<file path="src/rtl/spi_sck_gen.sv">
`timescale 1ns/1ps
module spi_sck_gen #(
  parameter int CW      = 6,
  parameter int SRC_BIT = 31
) (
  input  logic        clk,
  input  logic        rst_n,
  input  logic        cfg_we,
  input  logic [31:0] cfg_wdata,
  output logic [31:0] cfg_q,
  input  logic        en_i,
  input  logic        alt_tick_i,
  output logic        sck_o,
  output logic        rise_o,
  output logic        fall_o
);
  localparam int PAD = SRC_BIT - 3 * CW;

  logic          src_q;
  logic [CW-1:0] div_q, hi_q, lo_q;

  always_ff @(posedge clk) begin
    if (!rst_n) begin
      src_q <= 1'b0;
      div_q <= '0;
      hi_q  <= '0;
      lo_q  <= '0;
    end else if (cfg_we) begin
      src_q <= cfg_wdata[SRC_BIT];
      div_q <= cfg_wdata[3*CW-1:2*CW];
      hi_q  <= cfg_wdata[2*CW-1:CW];
      lo_q  <= cfg_wdata[CW-1:0];
    end
  end

  assign cfg_q = {src_q, {PAD{1'b0}}, div_q, hi_q, lo_q};

  logic [CW-1:0] term_w, hi_w;
  assign term_w = (lo_q == '0) ? CW'(1) : lo_q;
  assign hi_w   = (hi_q >= term_w) ? term_w - CW'(1) : hi_q;

  logic          run_q, a_src_q;
  logic [CW-1:0] cnt_q, a_term_q, a_hi_q;

  logic          tick, wrap, sck_nx;
  logic [CW-1:0] cnt_nx;
  assign tick   = (run_q ? a_src_q : src_q) ? alt_tick_i : 1'b1;
  assign wrap   = !run_q || (cnt_q == a_term_q);
  assign cnt_nx = cnt_q + CW'(1);
  assign sck_nx = (cnt_nx <= a_hi_q);

  always_ff @(posedge clk) begin
    if (!rst_n) begin
      run_q    <= 1'b0;
      a_src_q  <= 1'b0;
      cnt_q    <= '0;
      a_term_q <= CW'(1);
      a_hi_q   <= '0;
      sck_o    <= 1'b0;
      rise_o   <= 1'b0;
      fall_o   <= 1'b0;
    end else if (!en_i) begin
      run_q  <= 1'b0;
      cnt_q  <= '0;
      sck_o  <= 1'b0;
      rise_o <= 1'b0;
      fall_o <= 1'b0;
    end else begin
      rise_o <= 1'b0;
      fall_o <= 1'b0;
      if (tick) begin
        if (wrap) begin
          run_q    <= 1'b1;
          cnt_q    <= '0;
          a_src_q  <= src_q;
          a_term_q <= term_w;
          a_hi_q   <= hi_w;
          sck_o    <= 1'b1;
          rise_o   <= 1'b1;
        end else begin
          cnt_q  <= cnt_nx;
          sck_o  <= sck_nx;
          fall_o <= sck_o && !sck_nx;
        end
      end
    end
  end
endmodule


</file>
<file path="config.mk">
export PLATFORM = sky130hd
export DESIGN_NAME = spi_sck_gen
export DESIGN_NICKNAME = d
export VERILOG_FILES = /design/src/rtl/spi_sck_gen.sv
export SDC_FILE = /design/constraint.sdc
export NUM_CORES = 1
export LEC_CHECK = 0
export BUFFER_PORTS_ARGS = -buffer_cell sky130_fd_sc_hd__clkbuf_2
export CAP_MARGIN = 20
export CORE_ASPECT_RATIO = 0.9
export CORE_MARGIN = 3
export CORE_UTILIZATION = 50
export DETAILED_ROUTE_END_ITERATION = 8
export PLACE_DENSITY = 0.83
export SETUP_SLACK_MARGIN = 0.15
export SLEW_MARGIN = 20
export SYNTH_ARGS = -nofsm -noshare
export SYNTH_HDL_FRONTEND = slang
export SYNTH_SLANG_ARGS = --single-unit
</file>
<file path="constraint.sdc">
create_clock -name clk -period 2.72 [get_ports clk]
set_clock_uncertainty 0.15 [all_clocks]
set_input_delay 0.272 -clock clk [delete_from_list [all_inputs] [get_ports clk]]
set_output_delay 0.272 -clock clk [all_outputs]
set_load 0.005 [all_outputs]
</file>
# After elaboration in Yosys (flattened, before gate mapping)
# Cells that the tools add are included.
dict set report word_totals {
  word_cells 37
  regBits 42
  output_inout_bits 35
}
dict set report classes {
  reduce_logical 10
  n_addsub 2
  mux 7
  n_bitwise 3
  eq_ne 1
  n_lt_le_gt_ge 2
}
# op n
set op_table {}
lappend op_table {{6-bit 2-to-1 mux} 3}
lappend op_table {{6-bit by 1-bit adder with 6-bit output, second input constant} 1}
lappend op_table {{6-bit == test} 1}
lappend op_table {{6-bit >= comparator} 1}
lappend op_table {{6-bit <= comparator} 1}
lappend op_table {{6-bit zero test} 1}
lappend op_table {{3-bit AND reduction} 2}
lappend op_table {{6-bit by 1-bit subtractor with 6-bit output, second input constant} 1}
lappend op_table {{1-bit 2-to-1 mux} 4}
lappend op_table {{2-bit AND reduction} 2}
lappend op_table {{4-bit OR reduction} 1}
lappend op_table {{1-bit inverter} 3}
lappend op_table {{1-bit zero test} 2}
lappend op_table {{1-bit logical AND} 1}
lappend op_table {{1-bit logical OR} 1}

# Depth between registers and ports, before layout
dict set report logic_depth {
  ltp_word 4
  ltp_mapped 10
  ltp_nobuf 10
}

# Worst setup path before layout
# No wires, ideal clock.
dict set report synth_timing {
  path_kind {register -> register}
  start {register lo_q[1]}
  end {register a_hi_q[1]}
  arrival_time_ps 2271
  setup_slack_ps 216
  path_stages_with_launch 11
  setup_time_ps 83
  path_cell_list {dfxtp_1 > or4_1 > nor2_1 > nor2_1 > inv_2 > ha_1 > nand2b_1 > a31oi_1 > o21ai_1 > and2_1 > o31ai_4}
}
dict set report synth_via {
  elab_chain_cells 4
  word_cells_on_any_way 5
  classes_between {add/sub (1); order compare (1); mux (2); reduce/logical (1)}
}
# element line_no
set synth_lines {}
lappend synth_lines {{start: declaration} 20} ;# logic [CW-1:0] div_q, hi_q, lo_q;
lappend synth_lines {{start signal: assignment} 32} ;# lo_q <= cfg_wdata[CW-1:0];
lappend synth_lines {{6-bit zero test (*)} 39} ;# assign term_w = (lo_q == '0) ? CW'(1) : lo_q;
lappend synth_lines {{6-bit 2-to-1 mux (*)} 39}
lappend synth_lines {{named net term_w[0]} 38} ;# logic [CW-1:0] term_w, hi_w;
lappend synth_lines {{6-bit by 1-bit subtractor with 6-bit output / 6-bit >= comparator (equally long branches)} 40} ;# assign hi_w = (hi_q >= term_w) ? term_w - CW'(1) : hi_q;
lappend synth_lines {{6-bit 2-to-1 mux (*)} 40}
lappend synth_lines {{end signal: assignment} 77} ;# a_hi_q <= hi_w;
lappend synth_lines {{end: declaration} 43} ;# logic [CW-1:0] cnt_q, a_term_q, a_hi_q;
# Mark *: on every way through the listed nets, which the timed path passes. The rest lies on a longest branch.
# A chain may end at the register's enable or synchronous reset.

# Worst setup path after layout
# Same ends and word-level chain as after synthesis.

==> metrics.txt <==
Yosys warnings 0; top-area cell type share of the netlist area 38.6%; Yosys top cell by area dfxtp_1; number of synthesized flops with an enable pin 0; DRT antenna net count 0; critical path's largest stage delay 0.55 ns; Critical Path AT ~2.6 ns; H-tree Lvls 2; Synth Flop Type dfxtp_1; status completed; Pre-Repair DR Iteration Count 4; post-synthesis async set-or-reset flop share 0%; final weighted congestion in routability-driven placement 0.801; GRT busiest layer met2; aggregate global routing overflow 0; critical path peak fanout 7; vias in the first global route between 1,500 and 2,000; CTS Root Cell clkbuf_8; f_max 399 MHz; met1 Track Usage GR a little over a fifth; Port Buffers 45; clk buf depth 2; VDD IR max 409 µV; Crit path max-delay family simple AND/OR/NAND/NOR gates; Routed WL approximately 4300 µm; vias 1,690; number of inserted diodes 0; Final TNS setup 0 ns; Fillers 354; per-cell routed wire length 13.1 µm; Slew Limit Fails 0; TritonCTS Buffers 5; top cells by area, synth dfxtp_1, mux2i_1, ha_1; HP Class in2reg; Total Power 1370 µW; final number of setup-violating endpoints 0; Worst Path Buf+Inv 1; Power Dens Cells 541 nW/µm²; DRC 0; first-pass GRT wire length around 7000 µm; CP Capture Type flip-flop; Die ar. approximately 5200 µm²; die extent in y between 60 and 70 µm; num rows 22; hold_buf cts 0; Final Hold Fails 0; Initial Utilization a little over half; Final #Nets about 330; TritonCTS clock tree done; Die Width 75.6 µm; startpoint types flip-flop; sequential area share after synthesis roughly 39%; clk slew on worst S/H paths 0.08 ns; Max-Cap Viols 0; critical path class reg2reg; M2 GR Usage 28.7%; post-synth cell types 39; placed wire-length estimate 3190 µm; Post-synth top cells dfxtp_1, nor2_1, mux2i_1; flop-to-flop setup slack 0.22 ns; Syn Inst Count ~230; Static Leak 0.00124 µW; fin crit period 2.50 ns; I/O Pins 72; Synth Register Bits 42; unrepaired setup endpoints after global routing false; routed vias/inst 5.09; global-route track usage on met3 between 6 and 7%; Final Util 61.5%; Post-Syn Area per Cell around 9.3 µm²; setup bufs post-CTS 0; initial antenna violation count 0; initial drt markers 47; cell area after synthesis 2180 µm²; most frequent cell after synthesis dfxtp_1; CTS sink count 42; Least-Margin Pin Slew 0.611 ns; core footprint 4130 µm²; Area Overhead vs Synth 16.5%; Max transition margin 59.3%; Final period util 92.1%; crit-path cells or4_4, nor2_2, nor2_1, inv_2, ha_1, nand2b_1, a31oi_4, o21ai_4, and2_4, o31ai_4; largest net degree at the start of global routing 29; Crit-path slowest cell or4_4; GRT Overall Usage between 10% and 20%; fraction of layout cells with a size suffix above 1 25.7%; worst-skew pair later-pin latency between 0.3 and 0.4 ns; Required @ worst endpoint around 2.8 ns
worst min-delay path, stage by stage:
cell	delay [ns]
clkbuf_2	0.07
mux2i_1	0.05
nor2_1	0.07
final timing paths:
path	startpoint	endpoint	cells past startpoint
worst max-delay path	lo_q[1]$_SDFFE_PN0P_	a_hi_q[1]$_SDFFE_PN0P_	10
worst min-delay path	cfg_wdata[9]	hi_q[3]$_SDFFE_PN0P_	3
worst max register to register	lo_q[1]$_SDFFE_PN0P_	a_hi_q[1]$_SDFFE_PN0P_	10
worst min register to register	sck_o$_SDFFE_PN0N_	fall_o$_SDFF_PP0_	2
sequential cells by signal, indices dropped and copies added (netlist names):
name and count:
div_q 6, cnt_q 6, a_hi_q 6, rise_o 1, run_q 1, hi_q 6, lo_q 6, a_src_q 1
fall_o 1, sck_o 1, a_term_q 6, src_q 1
cells by family after synthesis:
logic type / after synthesis / synth area share, %
AOI/OAI and AO/OA: 33 / 11.0
xor gates and xnor gates: 12 / 5.17
adders and majority gates: 14 / 8.04
buffers and inverters: 40 / 10.1
DFF: 42 / 38.6
muxes: 32 / 14.7
other: 1 / 0.172
and+or+nand+nor: 59 / 12.2
cell type report:
class	instances	area, µm²	area share, %
Inverter	19	71.3	2.81
Sequential cell	42	841	33.1
Clock inverter	3	21.3	0.838
Multi-Input combinational cell	163	1200	47.2
Tap cell	48	60.1	2.37
Timing Repair Buffer	52	278	10.9
Clock buffer	5	68.8	2.71
per-layer routing:
layer / vias up / routed length, µm
met2: 47 / 2010
met3: 5 / 299
li1: 868 / -
met1: 770 / 1960
met5: - / 0
met4: 0 / 78
report_power, final:
part / switching (µW) / internal [µW] / leakage [µW]
Clock: 233 / 180 / 0.0000441
Combinational: 153 / 134 / 0.000848
Sequential: 23.9 / 649 / 0.000344
through the flow:
stage               hold slack, ns  cell area [µm²]  cells  setup WS, ns
finish                      0.0448             2540    332         0.216
global route                0.0547             2540    332         0.126
CTS                         0.0334             2510    332         0.159
detailed placement           0.307             2410    324        0.0406
global placement             0.302             2410    324         0.132
floorplan                    0.269             2220    245         0.216
placed cells by master, fill, tap and decap left out, types with 2 or more instances in the layout:
cell      count
a21oi_1       6
o21ai_0       2
dfxtp_1      42
ha_1         14
a22oi_1       5
nand2b_1      2
clkbuf_2     45
mux2i_1      32
nor2_1       35
clkbuf_8      5
xnor2_1       6
o211ai_1      2
inv_1        16
conb_1       13
nand3_1       8
nand4_1       2
nand2_1       4
xor2_1        5
o21ai_1       4
a21o_1        4
inv_2         3
buf_4         7
o21a_1        3
nor2_2        2
what timing repair did:
item | 4_1_cts | 5_1_grt
setup endpoints to repair | 6 | 6
pin swaps | 0 | 2
resized for setup | 2 | 5
cloned | 0 | 0
Note: power is estimated with default switching activity, not from simulation.
